===== src/rtl/vit_pkg.sv =====
package vit_pkg;
  typedef enum logic [1:0] {
    PH_IDLE,
    PH_FETCH,
    PH_EVAL,
    PH_WRITE
  } vit_phase_e;
endpackage


===== src/rtl/vit_sat_add.sv =====
// Three-operand signed adder clamped to the score range.
module vit_sat_add #(
  parameter int W = 16
) (
  input  logic signed [W-1:0] a,
  input  logic signed [W-1:0] b,
  input  logic signed [W-1:0] c,
  output logic signed [W-1:0] y
);
  localparam int EW = W + 2;
  localparam logic signed [EW-1:0] HI = EW'((2 ** (W - 1)) - 1);
  localparam logic signed [EW-1:0] LO = -HI - 1;

  logic signed [EW-1:0] sum;

  always_comb begin
    sum = EW'(a) + EW'(b) + EW'(c);
    if (sum > HI)      y = W'(HI);
    else if (sum < LO) y = W'(LO);
    else               y = sum[W-1:0];
  end
endmodule


===== src/rtl/vit_score_banks.sv =====
// Two score banks with live flags. One is read as the previous frame, the other written.
module vit_score_banks #(
  parameter int N_STATES   = 8,
  parameter int W          = 16,
  parameter int INIT_STATE = 0,
  localparam int IDX_W     = $clog2(N_STATES)
) (
  input  logic                clk,
  input  logic                rst,
  input  logic                rd_bank,
  input  logic [IDX_W-1:0]    rd_idx,
  output logic signed [W-1:0] rd_score,
  input  logic                wr_en,
  input  logic                wr_bank,
  input  logic [IDX_W-1:0]    wr_idx,
  input  logic signed [W-1:0] wr_score,
  input  logic                wr_alive,
  input  logic                boot_done
);
  localparam logic signed [W-1:0] MIN_SCORE = {1'b1, {(W-1){1'b0}}};

  logic signed [W-1:0] bank_rd [2];
  logic                boot_q;

  for (genvar b = 0; b < 2; b++) begin : g_bank
    logic signed [W-1:0] mem [N_STATES];
    logic [N_STATES-1:0] alv;

    always_ff @(posedge clk) begin
      if (wr_en && (wr_bank == 1'(b))) mem[wr_idx] <= wr_score;
    end

    always_ff @(posedge clk) begin
      if (rst) alv <= '0;
      else if (wr_en && (wr_bank == 1'(b))) alv[wr_idx] <= wr_alive;
    end

    assign bank_rd[b] = alv[rd_idx] ? mem[rd_idx] : MIN_SCORE;
  end

  // Until the first frame ends, the read bank reflects the seed state only.
  always_ff @(posedge clk) begin
    if (rst) boot_q <= 1'b1;
    else if (boot_done) boot_q <= 1'b0;
  end

  always_comb begin
    if (boot_q) rd_score = (rd_idx == IDX_W'(INIT_STATE)) ? '0 : MIN_SCORE;
    else        rd_score = bank_rd[rd_bank];
  end
endmodule


===== src/rtl/vit_frame_update.sv =====
module vit_frame_update #(
  parameter int N_STATES   = 8,
  parameter int MAX_PRED   = 4,
  parameter int SCORE_W    = 16,
  parameter int BEAM       = 1000,
  parameter int INIT_STATE = 0,
  localparam int IDX_W     = $clog2(N_STATES),
  localparam int SLOT_W    = $clog2(MAX_PRED),
  localparam int TOPO_AW   = IDX_W + SLOT_W,
  localparam int TOPO_DW   = 1 + IDX_W + SCORE_W
) (
  input  logic                      clk,
  input  logic                      rst,
  input  logic                      start,
  output logic [TOPO_AW-1:0]        topo_addr,
  input  logic [TOPO_DW-1:0]        topo_rdata,
  output logic [IDX_W-1:0]          obs_addr,
  input  logic signed [SCORE_W-1:0] obs_rdata,
  output logic                      frame_busy,
  output logic                      frame_done,
  output logic                      res_valid,
  output logic [IDX_W-1:0]          res_state,
  output logic signed [SCORE_W-1:0] res_score,
  output logic [IDX_W-1:0]          res_bp
);
  import vit_pkg::*;

  localparam logic signed [SCORE_W-1:0] MIN_SCORE = {1'b1, {(SCORE_W-1){1'b0}}};
  localparam logic signed [SCORE_W-1:0] NEG_BEAM  = SCORE_W'(-BEAM);
  localparam logic [IDX_W-1:0]          LAST_ST   = IDX_W'(N_STATES - 1);
  localparam logic [SLOT_W-1:0]         LAST_SLOT = SLOT_W'(MAX_PRED - 1);

  vit_phase_e                phase_q;
  logic [IDX_W-1:0]          st_q;
  logic [SLOT_W-1:0]         slot_q;
  logic                      cur_q;
  logic signed [SCORE_W-1:0] best_q, frame_best_q, prev_best_q;
  logic [IDX_W-1:0]          bp_q;

  // Topology word fields
  logic                      t_valid;
  logic [IDX_W-1:0]          t_pred;
  logic signed [SCORE_W-1:0] t_trans;
  assign t_valid = topo_rdata[TOPO_DW-1];
  assign t_pred  = topo_rdata[SCORE_W +: IDX_W];
  assign t_trans = topo_rdata[SCORE_W-1:0];

  logic signed [SCORE_W-1:0] pred_score, cand, thr, fb_next, store_score;
  logic                      cand_win, keep, wr_en, last_write;

  vit_score_banks #(
    .N_STATES(N_STATES), .W(SCORE_W), .INIT_STATE(INIT_STATE)
  ) banks_i (
    .clk(clk), .rst(rst),
    .rd_bank(cur_q), .rd_idx(t_pred), .rd_score(pred_score),
    .wr_en(wr_en), .wr_bank(~cur_q), .wr_idx(st_q),
    .wr_score(store_score), .wr_alive(keep),
    .boot_done(last_write)
  );

  vit_sat_add #(.W(SCORE_W)) cand_add_i (
    .a(pred_score), .b(t_trans), .c(obs_rdata), .y(cand)
  );

  vit_sat_add #(.W(SCORE_W)) beam_add_i (
    .a(prev_best_q), .b(NEG_BEAM), .c('0), .y(thr)
  );

  always_comb begin
    cand_win    = t_valid && (pred_score != MIN_SCORE) && (cand > best_q);
    keep        = (best_q != MIN_SCORE) && (best_q >= thr);
    store_score = keep ? best_q : MIN_SCORE;
    fb_next     = (keep && (best_q > frame_best_q)) ? best_q : frame_best_q;
    wr_en       = (phase_q == PH_WRITE);
    last_write  = wr_en && (st_q == LAST_ST);
  end

  always_ff @(posedge clk) begin
    if (rst) begin
      phase_q      <= PH_IDLE;
      st_q         <= '0;
      slot_q       <= '0;
      cur_q        <= 1'b0;
      best_q       <= MIN_SCORE;
      bp_q         <= '0;
      frame_best_q <= MIN_SCORE;
      prev_best_q  <= '0;
      topo_addr    <= '0;
      obs_addr     <= '0;
      frame_busy   <= 1'b0;
      frame_done   <= 1'b0;
      res_valid    <= 1'b0;
      res_state    <= '0;
      res_score    <= '0;
      res_bp       <= '0;
    end else begin
      frame_done <= 1'b0;
      res_valid  <= 1'b0;
      unique case (phase_q)
        PH_IDLE: begin
          if (start) begin
            frame_busy   <= 1'b1;
            st_q         <= '0;
            slot_q       <= '0;
            best_q       <= MIN_SCORE;
            bp_q         <= '0;
            frame_best_q <= MIN_SCORE;
            topo_addr    <= '0;
            obs_addr     <= '0;
            phase_q      <= PH_FETCH;
          end
        end
        PH_FETCH: phase_q <= PH_EVAL;
        PH_EVAL: begin
          if (cand_win) begin
            best_q <= cand;
            bp_q   <= t_pred;
          end
          if (slot_q == LAST_SLOT) begin
            phase_q <= PH_WRITE;
          end else begin
            slot_q    <= slot_q + 1'b1;
            topo_addr <= {st_q, slot_q + 1'b1};
            phase_q   <= PH_FETCH;
          end
        end
        PH_WRITE: begin
          res_valid    <= 1'b1;
          res_state    <= st_q;
          res_score    <= store_score;
          res_bp       <= bp_q;
          frame_best_q <= fb_next;
          if (st_q == LAST_ST) begin
            frame_done  <= 1'b1;
            frame_busy  <= 1'b0;
            cur_q       <= ~cur_q;
            prev_best_q <= fb_next;
            phase_q     <= PH_IDLE;
          end else begin
            st_q      <= st_q + 1'b1;
            slot_q    <= '0;
            best_q    <= MIN_SCORE;
            bp_q      <= '0;
            topo_addr <= {st_q + 1'b1, SLOT_W'(0)};
            obs_addr  <= st_q + 1'b1;
            phase_q   <= PH_FETCH;
          end
        end
        default: phase_q <= PH_IDLE;
      endcase
    end
  end
endmodule


===== config.mk =====
export PLATFORM = sky130hd
export DESIGN_NAME = vit_frame_update
export DESIGN_NICKNAME = d
export VERILOG_FILES = /design/src/rtl/vit_pkg.sv /design/src/rtl/vit_sat_add.sv /design/src/rtl/vit_score_banks.sv /design/src/rtl/vit_frame_update.sv
export SDC_FILE = /design/constraint.sdc
export NUM_CORES = 1
export LEC_CHECK = 0
export BUFFER_PORTS_ARGS = -buffer_cell sky130_fd_sc_hd__buf_4
export CORE_MARGIN = 2
export CORE_UTILIZATION = 62
export CTS_CLUSTER_SIZE = 24
export DETAILED_ROUTE_END_ITERATION = 12
export PLACE_DENSITY = 0.8
export SYNTH_ARGS = -nofsm -noshare
export SYNTH_HDL_FRONTEND = slang
export SYNTH_HIERARCHICAL = 1
export SYNTH_SLANG_ARGS = --single-unit

===== constraint.sdc =====
create_clock -name clk -period 18.7 [get_ports clk]
set_input_delay 2.805 -clock clk [delete_from_list [all_inputs] [get_ports clk]]
set_output_delay 2.805 -clock clk [all_outputs]
set_load 0.1 [all_outputs]

==> Yosys cells after proc, flatten, opt, wreduce, memory -nomap -nowiden <==
Memory sizes are Yosys's and may differ from the RTL's.
Cells that the tools add are included.
{ "totals": {"reg_bits": 106, "out_inout_bits": 33, "input_bits": 39, "ram_bits": 256, "wordCells": 123, "memories": 2} }
{ "classes": {"eq_ne": 12, "mux": 53, "addsub": 5, "magnitude_cmp": 11, "bitwise_logic": 3, "n_reduce_logical": 19} }
{ "mem_list": {"columns": ["name", "depth", "width", "read_ports", "rd_clocked_by_memory_dff", "wr", "line_no", "text"], "rows": [
  ["banks_i.g_bank[0].mem", 8, 16, 1, 0, 1, "vit_score_banks.sv:26", "logic signed [W-1:0] mem [N_STATES];"],
  ["banks_i.g_bank[1].mem", 8, 16, 1, 0, 1, "vit_score_banks.sv:26", null]
]} }
{ "ops": {"columns": ["cell", "n"], "rows": [
  ["two-way mux 16 bit", 16],
  ["one-hot mux 16 bit (3 select lines)", 1],
  ["> comparator 18 x 16 -> 1 bit, second input constant", 2],
  ["< comparator 18 x 16 -> 1 bit, second input constant", 2],
  ["> comparator 16 bit", 2],
  ["!= test 16 bit, second input constant", 2],
  ["one-hot mux 16 bit (2 select lines)", 1],
  ["adder 17 x 16 -> 18 bit", 1],
  ["adder 16 x 11 -> 17 bit, second input constant", 1],
  ["adder 16 x 16 -> 17 bit", 1],
  ["bitwise mux 8 bit", 2],
  ["greater-or-equal comparator 16 bit", 1],
  ["two-way mux 5 bit", 3],
  ["one-hot mux 5 bit (3 select lines)", 1],
  ["two-way mux 1 bit", 12],
  ["two-way mux 3 bit", 4],
  ["two-way mux 2 bit", 5],
  ["!= test 2 bit, second input constant", 5],
  ["one-hot mux 3 bit (3 select lines)", 1],
  ["logical AND 1 bit", 8],
  ["< comparator 3 x 4 -> 1 bit, second input constant", 2],
  ["one-hot mux 2 bit (4 select lines)", 1],
  ["AND reduction 4 bit", 2],
  ["binary-select mux 1 bit (select 3 bit)", 2],
  ["other kinds (20)", 25]
]} }

==> Longest topological paths before layout <==
Gate-level depths: netlist of run 1.
{ "depth": {"depth_word": 16, "mapped_depth": 32, "ltp_nobuf": 26} }

==> Modules after synthesis <==
The synthesis of run 1 kept the hierarchy.
{ "by_module_without_submodules": {"columns": ["mod", "cells_each", "seq_area_each_um2", "area_each_um2", "instances"], "rows": [
  ["vit_score_banks", 511, 8027.7, 10669.0, 1],
  ["vit_frame_update", 631, 1781.7, 5117.4, 1],
  ["vit_sat_add at beam_add_i", 178, 0.0, 1539.0, 1],
  ["vit_sat_add at cand_add_i", 150, 0.0, 1331.3, 1]
]} }

==> Worst setup path after synthesis of run 1 <==
No wires, ideal clock.
{ "synth_timing": {"path_type": "input port to flip-flop", "start": "input topo_rdata[17]", "end": "register best_q[10]", "n_path_buf": 6, "t_arrival_ns": 8.434, "slack_ns": 10.194, "path_stages": 30, "t_required_ns": 18.628, "path_cell_list": "buf_4 mux4_2 mux2i_1 or2_1 buf_4 buf_6 o22a_1 nor2_1 inv_1 fa_1 inv_1 ha_1 fa_1 a211oi_1 o21ai_1 a21oi_1 o31ai_1 and2_2 o21ai_4 buf_6 nand3_1 ha_1 nand4_1 nor4_2 a21oi_1 and4_1 a311oi_1 buf_4 buf_12 mux2i_1"} }
{ "synth_via": {"elab_chain_cells": 16, "word_cells_on_any_way": 28} }
{ "synth_rtl": {"columns": ["element", "line_no", "text"], "rows": [
  ["start: declaration", "vit_frame_update.sv:16", "input logic [TOPO_DW-1:0] topo_rdata,"],
  ["binary-select mux 1 bit (select 3 bit)", "vit_score_banks.sv:38", "assign bank_rd[b] = alv[rd_idx] ? mem[rd_idx] : MIN_SCORE;"],
  ["two-way mux 1 bit (not written as such)", "vit_score_banks.sv:38", null],
  ["two-way mux 16 bit", "vit_score_banks.sv:38", null],
  ["two-way mux 16 bit (not written as such) (*) (3 in series)", "vit_score_banks.sv:49", "else rd_score = bank_rd[rd_bank];"],
  ["two-way mux 16 bit (*)", "vit_score_banks.sv:48", "if (boot_q) rd_score = (rd_idx == IDX_W'(INIT_STATE)) ? '0 : MIN_SCORE;"],
  ["named net pred_score[1]", "vit_frame_update.sv:48", "logic signed [SCORE_W-1:0] pred_score, cand, thr, fb_next, store_score;"],
  ["adder 16 x 16 -> 17 bit (*)", "vit_sat_add.sv:17", "sum = EW'(a) + EW'(b) + EW'(c);"],
  ["adder 17 x 16 -> 18 bit (*)", "vit_sat_add.sv:17", null],
  ["< comparator 18 x 16 -> 1 bit", "vit_sat_add.sv:19", "else if (sum < LO) y = W'(LO);"],
  ["two-way mux 16 bit", "vit_sat_add.sv:19", null],
  ["two-way mux 16 bit (*)", "vit_sat_add.sv:18", "if (sum > HI) y = W'(HI);"],
  ["named net cand[13]", "vit_frame_update.sv:48", null],
  ["> comparator 16 bit (*)", "vit_frame_update.sv:70", "cand_win = t_valid && (pred_score != MIN_SCORE) && (cand > best_q);"],
  ["logical AND 1 bit (*)", "vit_frame_update.sv:70", null],
  ["!= test 2 bit (no source line) (*)", null, null],
  ["AND reduction 4 bit (no source line) (*)", null, null],
  ["end signal: assignment", "vit_frame_update.sv:116", "best_q <= cand;"],
  ["end: declaration", "vit_frame_update.sv:37", "logic signed [SCORE_W-1:0] best_q, frame_best_q, prev_best_q;"]
]} }
Mark *: on every way through the listed nets, which the timed path passes. The rest lies on a longest branch. The select of a mux whose other input is x is not followed.
A chain may end at the register's enable or synchronous reset.

==> Worst setup path in the final report of run 1 <==
{ "layout_timing": {"start": "input topo_rdata[16]", "end": "register best_q[3]"} }
The elaborated chain is that of the path after synthesis.

==> qor.txt, run 1 <==
status - finished, final reports clean
clk root buf - clkbuf_16
R2R depth - 22
vias in the first global route - 12860
CP Launch Type - primary input
CP Class - in2reg
Die X - 177.5 um
largest net degree at the start of global routing - 94
core area - 29640 um2
fraction of the mapped netlist area in adder cells - 9.215%
Resized cells post-CTS - 0
CP Data Arrival Time - 10.43 ns
post-synthesis xor/xnor area fraction - 1.274%
synth warn - 6
initial antenna violation count - 2
Max Cap Viol - 0
hold_ws - 0.4545 ns
FF+latch count, synth - 362
CTS Buf Count - 36
top-count cell post-synth - edfxtp_1
Pre-antenna DRT Iters - 5
WHS Path Cells - 2
Post-synth EDFFs - 256
Setup-failing EPs final - 0
power share of the combinational group - 17.9%
Power Total - 1.921 mW
pins over their slew limit - 0
fin crit share - 53.42%
main flop type after synthesis - edfxtp_1
CTS sink cnt - 362
# hold bufs at CTS - 0
total number of vias - 12840
synthesized instance count - 1470
Fin. Hold Viols - 0
H-tree Lvls - 2
DRT antenna net count - 0
CP required - 19.14 ns
CP max FO - 54
Simple-Gate Fraction of Synth Area - 8.645%
final wirelength - 47.49 mm
Post-CTS Setup Inserts - 0
Yosys top cell area share - 41.20%
Iteration-0 DRC Markers - 1703
# IOs - 72
clk slew on worst S/H paths - 0.06 ns
Lkg Pwr - 7.516 nW
Total GRT Usage - 30.91%
Mapped Area - 18660 um2
worst vdd ir - 87.90 uV
Layout Nets - 1701
Synth-to-Final Area Change - 10.82%
critical path endpoint category - flip-flop
Max-slew headroom - 14.69%
clock network power share - 37.5%
initial core utilization - 62.95%
Flop pwr share - 44.5%
RSZ-0062 raised after global routing - no
first-pass GRT wire length - 73.42 mm
Synth top cells by count - 256 x edfxtp_1, 111 x nand2_1, 106 x dfxtp_1, 100 x a21oi_1, 96 x nor2_1
syn_area_per_cell - 12.69 um2
RePlAce Congestion - 0.9243
die height - 177.5 um
Cell Int Power - 1.394 mW
row cnt - 63
share of layout cells above drive strength 1 - 17.94%
Switch Pwr - 527.3 uW
post-DR wirelength/cell - 24.19 um
Vias/cell - 6.539
Yosys cell types - 87
worst min path class - reg2reg
Worst Skew - 0.02234 ns
IO Port Bufs - 71
CTS tree - yes
total gr overflow - 0
die area - 31500 um2
# DRC - 0
Compound-Gate Fraction of Synth Area - 12.46%
largest family of logic cells by synthesized area - compound AO/OA/AOI/OAI gates
Sum Neg Setup Slack - 0 ns
latest clock arrival within the worst-skew pair - 0.54 ns
Area contributors post-synth - edfxtp_1 41%, dfxtp_1 11%, mux4_2 8.0%
DP Wirelength - 30.78 mm
Max Root-Sink Buffers - 3
Worst-Margin Slew - 1.278 ns
PD cells - 92.92 nW/um2
multiplexer area fraction after synthesis - 11.34%
sequential cell area fraction in the yosys report - 52.58%
largest area contributor in the netlist - edfxtp_1
Synth async-reset ratio - 0%
fmax - 0.1001 GHz
Sw Share - 27.45%
min Tclk post-route - 9.990 ns
cells in the final DEF, fill, tap and decap left out, types with 14 or more instances in the layout:
cell type  netlist  layout
a211oi_1        27      27
a21o_1          14      14
a21oi_1        100     100
a31oi_1         31      31
buf_4            6      90
clkbuf_16        0      37
conb_1           2      32
dfxtp_1        106     106
edfxtp_1       256     256
fa_1            34      34
ha_1            83      83
inv_1           77      77
mux2i_1         58      58
mux4_2          66      66
nand2_1        111     111
nand2b_1        22      22
nand3_1         29      29
nand4_1         14      14
nor2_1          96      84
o211ai_1        25      25
o21ai_0         38      38
o21ai_1         18      18
o22a_1          15      15
xnor2_1         16      16
cells by family after synthesis:
group                    after synthesis
AND/OR/NAND/NOR                      333
AO/OA/AOI/OAI                        340
multiplexers                         127
adder cells (fa/ha/maj)              117
buffers and inverters                164
flip-flops                           362
other                                  2
XOR/XNOR                              25
worst paths after layout:
kind	from	to	slack, ns
worst max register to register	banks_i/g_bank[0].alv[4]	best_q[3]	11.60
worst min register to register	res_score[2]	res_score[2]	0.45
worst min-delay path	res_score[2]	res_score[2]	0.45
worst max-delay path	topo_rdata[16]	best_q[3]	8.71
through the flow:
stage | worst slack, ns | cell area (um2) | utilization [%] | instances
after global placement | 8.512 | 19480 | 65.74 | 1897
after detailed placement | 8.317 | 19480 | 65.74 | 1897
after global routing | 8.196 | 20670 | 69.76 | 1963
final | 8.710 | 20670 | 69.76 | 1963
after CTS | 8.777 | 20670 | 69.75 | 1962
after floorplan | 10.19 | 18770 | - | 1500
power by group through the flow:
stage                     combinational [mW]  clock [mW]  sequential, mW
final                                  0.345       0.721           0.855
after floorplan                        0.267           0           0.873
after global placement                 0.324           0           0.872
after CTS                              0.336       0.724           0.855
after detailed placement               0.331           0           0.872
after global routing                   0.380       0.753           0.855
per-layer routing:
layer	wire, um	track usage [%]	share of wire, %
met5	12	0	0.025
met4	1836	12.12	3.9
met3	4720	6.255	9.9
met2	22360	48.64	47
met1	18560	42.58	39
layout make-up:
class | count | area, um2
Clock inverter | 11 | 136.4
Tap cell | 390 | 488.0
Timing Repair Buffer | 90 | 675.6
Inverter | 81 | 304.0
Fill cell | 2019 | 8964
Multi-Input combinational cell | 974 | 8208
Sequential cell | 362 | 9809
Antenna cell | 1 | 2.502
Clock buffer | 54 | 1051
sequential cells by signal (all words and copies together) (netlist names):
name                flops
frame_busy              1
st_q                    3
res_state               3
slot_q                  2
topo_addr               5
cur_q                   1
frame_done              1
best_q                 16
phase_q                 2
res_bp                  3
banks_i/boot_q          1
frame_best_q           16
banks_i/g_bank.mem    256
bp_q                    3
res_valid               1
prev_best_q            16
banks_i/g_bank.alv     16
res_score              16
worst max-delay path: stages:
cell and delay (ns):
buf_4 0.27, buf_4 0.87, a2bb2oi_2 0.22, nand3_2 0.40
o22a_1 0.35, nor2_1 0.13, inv_1 0.08, fa_1 0.54
inv_1 0.04, ha_1 0.23, fa_1 0.44, a211oi_1 0.32
o21ai_1 0.14, a21oi_1 0.21, o31ai_1 0.09, and2_2 0.25
a21oi_2 0.59, a21oi_1 0.18, ha_1 0.35, nand4_1 0.16
nor4_2 0.39, a21oi_1 0.18, and4_1 0.27, a311oi_4 0.26
buf_4 0.38, mux2i_1 0.24
No activity file was read; power rests on OpenSTA's default activity.
==> inputs of run 2 (changes only) <==
CORE_UTILIZATION = 56   (was 62)
PLACE_DENSITY = 0.76   (was 0.8)
clock period = 9 ns   (was 18.7 ns; I/O delays follow)
==> run 2 against run 1 <==
Sequential share of layout area decreased by 0.27 points. Highest routed layer is now met4. First-iteration DRC count decreased by 27%. Global-route usage decreased by 4.1 points. Clock power increased by 120%. Utilization decreased by 6.2 points. Count of clock-buffer cells in the layout decreased by 7. Cell count increased by 2.7%. Largest power group unchanged. Wire length decreased by 2.3%. Combinational power increased by 100%.
==> qor.txt, run 2 (synthesis results as in run 1) <==
CTS tree - yes
R2R Path End - best_q[15]
Resized cells post-CTS - 0
r2r setup slk - 1.99 ns
RSZ-0062 raised after global routing - no
row cnt - 66
hold_sp - res_state[2]
worst vdd ir - 165.3 uV
Power Total - 4.033 mW
Max Cap Viol - 0
CP Class - in2reg
# hold bufs at CTS - 0
Iteration-0 DRC Markers - 1246
Synth-to-Final Area Change - 11.46%
most common cell after layout, fill and taps aside - edfxtp_1
critical path endpoint category - flip-flop
Pre-antenna DRT Iters - 5
Fin. Hold Viols - 0
Worst-Margin Slew - 1.245 ns
clk slew on worst S/H paths - 0.06 ns
initial core utilization - 57.05%
final core occ - 63.59%
fmax - 0.1248 GHz
status - finished, final reports clean
dpl cell area - 19560 um2
core area - 32700 um2
Setup-failing EPs final - 0
CTS sink cnt - 362
Worst Skew - 0.02833 ns
most frequent cells in the layout - 256 x edfxtp_1, 111 x nand2_1, 106 x dfxtp_1
initial antenna violation count - 0
H-tree Lvls - 2
Fillers - 2446
r2r startpoint - banks_i/g_bank[0].alv[0]
largest net degree at the start of global routing - 94
die height - 186.5 um
# IOs - 72
Post-CTS Setup Inserts - 0
final wirelength - 46.41 mm
CP Launch Type - primary input
DRT antenna net count - 0
clk root buf - clkbuf_16
fin crit share - 89.00%
Sum Neg Setup Slack - 0 ns
post-route design area - 20790 um2
die area - 34790 um2
Finished Layout Cells - 2016
CTS Buf Count - 37
Sw Share - 27.11%
min Tclk post-route - 8.010 ns
Lkg Pwr - 7.601 nW
Max Root-Sink Buffers - 3
max reg flops - 256
IO Port Bufs - 71
latest clock arrival within the worst-skew pair - 0.55 ns
Vias/cell - 6.233
Layout Nets - 1703
vias in the first global route - 12770
Inst Count DP - 1950
number of diodes - 0
Max-slew headroom - 16.91%
RePlAce Congestion - 0.8796
power share of the combinational group - 17.1%
Cell Int Power - 2.939 mW
share of layout cells above drive strength 1 - 17.98%
CP max FO - 31
PD cells - 193.9 nW/um2
Most flops, register - banks_i/g_bank.mem
Total GRT Usage - 26.78%
WHS Path Cells - 2
clock network power share - 38.8%
CP Data Arrival Time - 8.46 ns
R2R depth - 23
DP Wirelength - 30.05 mm
CP required - 9.45 ns
total number of vias - 12570
Die X - 186.5 um
WHS Endpoint - res_state[2]
total gr overflow - 0
Switch Pwr - 1.093 mW
worst min path class - reg2reg
pins over their slew limit - 0
Flop pwr share - 44.1%
first-pass GRT wire length - 72.53 mm
post-DR wirelength/cell - 23.02 um
# DRC - 0
run 2: power by group through the flow:
stage | combinational (mW) | sequential [mW] | clock [mW]
after floorplan | 0.554 | 1.81 | 0
after global placement | 0.656 | 1.81 | 0
after detailed placement | 0.674 | 1.81 | 0
after CTS | 0.679 | 1.78 | 1.57
after global routing | 0.762 | 1.78 | 1.65
final | 0.689 | 1.78 | 1.57
run 2: cell type report:
| type | count | area, um2 | share of cell area (%) |
|---|---|---|---|
| tap | 442 | 553.0 | 2.659 |
| clock inverter | 19 | 264.0 | 1.270 |
| sequential | 362 | 9809 | 47.17 |
| clock buffer | 47 | 973.4 | 4.681 |
| inverter | 81 | 304.0 | 1.462 |
| timing repair buffer | 91 | 683.2 | 3.285 |
| multi-input combinational | 974 | 8208 | 39.47 |
run 2: how the worst max path moves through the flow:
stage,to,startpoint,cells past startpoint
6_report,best_q[15],topo_rdata[17],24
3_3_place_gp,best_q[8],topo_rdata[17],24
3_5_place_dp,bp_q[2],topo_rdata[17],24
5_1_grt,bp_q[2],topo_rdata[17],24
2_1_floorplan,best_q[10],topo_rdata[17],30
4_1_cts,bp_q[2],topo_rdata[17],24
run 2: worst max-delay path, stage by stage:
cell and delay (ns):
buf_4 0.40, mux4_2 0.57, mux2i_1 0.13, or2_1 0.69, o22a_1 0.24, nor2_1 0.09, fa_1 0.45, ha_1 0.23
fa_1 0.43, a211oi_1 0.29, o21ai_1 0.14, a21oi_1 0.23, o31ai_1 0.09, and2_2 0.25, a21oi_2 0.56, o21ai_2 0.16
ha_1 0.34, nand4_1 0.17, nor4_2 0.34, a21oi_1 0.17, and4_1 0.27, a311oi_4 0.25, buf_4 0.37, mux2i_1 0.23
run 2: stage by stage:
stage	setup WS, ns	hold slack [ns]
after floorplan	1.949	0.4324
after global placement	0.6193	0.4476
after detailed placement	0.4944	0.4500
after CTS	1.037	0.4579
after global routing	0.4964	0.4891
final	0.9896	0.4557
run 2: per-layer routing:
metal	up-vias	part of all wire (%)	track usage, %	wire [um]
met3	132	6.8	3.762	3153
met2	555	50	45.90	23340
li1	5671	-	-	-
met1	6208	38	33.79	17850
met5	-	0	0	0
met4	0	4.4	12.73	2061
==> inputs of run 3 (changes only) <==
ABC_AREA = 0   (was unset)
CORE_ASPECT_RATIO = 0.9   (was unset)
==> run 3 against run 2 <==
Combinational power increased by 3.0%. Clock skew is 0.0096 ns lower. Total power decreased by 1.9%. Utilization fell by 0.47 points. Sequential cell count did not move. Via count rose by 0.98%. Cell count is 0.74% lower. Critical endpoint is now best_q[6]. Largest cell class unchanged. Largest power group unchanged. Highest routed layer unchanged.
==> qor.txt, run 3 (synthesis results as in run 1) <==
status - finished, final reports clean
clk slew on worst S/H paths - 0.06 ns
row cnt - 63
Max Root-Sink Buffers - 3
R2R Path End - best_q[6]
fin crit share - 91.46%
Worst Skew - 0.01869 ns
most frequent cells in the layout - 256 x edfxtp_1, 111 x nand2_1, 106 x dfxtp_1
min Tclk post-route - 8.232 ns
pins over their slew limit - 0
# DRC - 0
latest clock arrival within the worst-skew pair - 0.51 ns
Fillers - 2444
CTS Buf Count - 36
Total GRT Usage - 27.94%
Max-slew headroom - 11.72%
r2r setup slk - 1.73 ns
CP required - 9.43 ns
Iteration-0 DRC Markers - 1408
RSZ-0062 raised after global routing - no
final core occ - 63.12%
number of diodes - 0
IO Port Bufs - 71
die height - 177.2 um
H-tree Lvls - 2
core area - 32870 um2
r2r startpoint - banks_i/g_bank[1].alv[2]
Worst-Margin Slew - 1.317 ns
fmax - 0.1215 GHz
worst min path class - reg2reg
CP Launch Type - primary input
Resized cells post-CTS - 0
R2R depth - 25
CTS tree - yes
Layout Nets - 1709
Most flops, register - banks_i/g_bank.mem
CP endpoint - best_q[6]
Sum Neg Setup Slack - 0 ns
# IOs - 72
# hold bufs at CTS - 0
Setup-failing EPs final - 0
Pre-antenna DRT Iters - 6
initial core utilization - 56.76%
vias in the first global route - 12410
clk root buf - clkbuf_16
Synth-to-Final Area Change - 11.21%
die area - 34790 um2
Die X - 196.4 um
DP Wirelength - 31.66 mm
CP max FO - 31
critical path endpoint category - flip-flop
DRT antenna net count - 0
CP Class - in2reg
RePlAce Congestion - 0.9206
crit path from - topo_rdata[17]
worst vdd ir - 210.4 uV
CP Data Arrival Time - 8.66 ns
largest net degree at the start of global routing - 94
final wirelength - 47.88 mm
Fin. Hold Viols - 0
total number of vias - 12690
Lkg Pwr - 7.606 nW
initial antenna violation count - 0
share of layout cells above drive strength 1 - 18.24%
Max Cap Viol - 0
PD cells - 190.7 nW/um2
first-pass GRT wire length - 73.42 mm
total gr overflow - 0
max reg flops - 256
CTS sink cnt - 362
Vias/cell - 6.341
post-DR wirelength/cell - 23.93 um
most common cell after layout, fill and taps aside - edfxtp_1
Post-CTS Setup Inserts - 0
run 3: worst min-delay path by stage:
stage	slack, ns	start	end	depth (start not counted)
5_1_grt	0.48	res_score[2]	res_score[2]	2
3_5_place_dp	0.45	res_score[2]	res_score[2]	2
2_1_floorplan	0.43	bp_q[0]	res_bp[0]	2
4_1_cts	0.46	bp_q[0]	res_bp[0]	2
3_3_place_gp	0.45	res_score[2]	res_score[2]	2
6_report	0.46	res_score[14]	res_score[14]	2
run 3: worst max-delay path: stages:
cell       delay, ns
buf_4           0.39
mux4_2          0.33
a2bb2oi_2       0.15
nand3_2         0.42
o22a_1          0.38
nor2_1          0.33
inv_1           0.12
fa_1            0.55
inv_1           0.05
ha_1            0.23
fa_1            0.43
a211oi_1        0.31
o21ai_1         0.14
a21oi_1         0.26
o31ai_1         0.10
and2_2          0.25
a21oi_2         0.54
a21oi_1         0.15
ha_1            0.34
nand4_1         0.15
nor4_2          0.35
a21oi_1         0.17
and4_1          0.28
a311oi_4        0.24
buf_4           0.37
mux2i_1         0.25
run 3: power breakdown:
| part | internal (mW) | total, mW | switching [mW] |
|---|---|---|---|
| combinational | 0.258 | 0.710 | 0.452 |
| clock | 0.868 | 1.47 | 0.602 |
| sequential | 1.77 | 1.78 | 0.00956 |
| total | 2.89 | 3.96 | 1.06 |
run 3: metal layers:
layer / global-route usage [%] / up-vias / routed length (um)
met5: 0 / - / 0
met4: 8.902 / 0 / 1482
met3: 5.126 / 86 / 4569
met2: 44.92 / 632 / 22420
met1: 38.88 / 6291 / 19410
li1: - / 5680 / -
run 3: layout make-up:
class | count | area (um2) | share of cell area [%]
well taps | 422 | 528.0 | 2.545
clock buffers | 55 | 1059 | 5.102
repair buffers | 98 | 748.2 | 3.606
multi-input cells | 974 | 8208 | 39.56
flip-flops and latches | 362 | 9809 | 47.28
clock inverters | 9 | 91.34 | 0.4402
inverters | 81 | 304.0 | 1.465
run 3: through the flow:
step	instance area [um2]	hold WS, ns	power [mW]	worst slack (ns)	std cells
final	20750	0.4556	3.956	0.7684	2001
after global placement	19600	0.4474	2.488	0.6754	1937
after global routing	20750	0.4761	4.102	0.3513	2001
after floorplan	18770	0.4324	2.369	1.949	1500
after detailed placement	19600	0.4497	2.504	0.4113	1937
after CTS	20750	0.4572	3.944	0.8749	2001
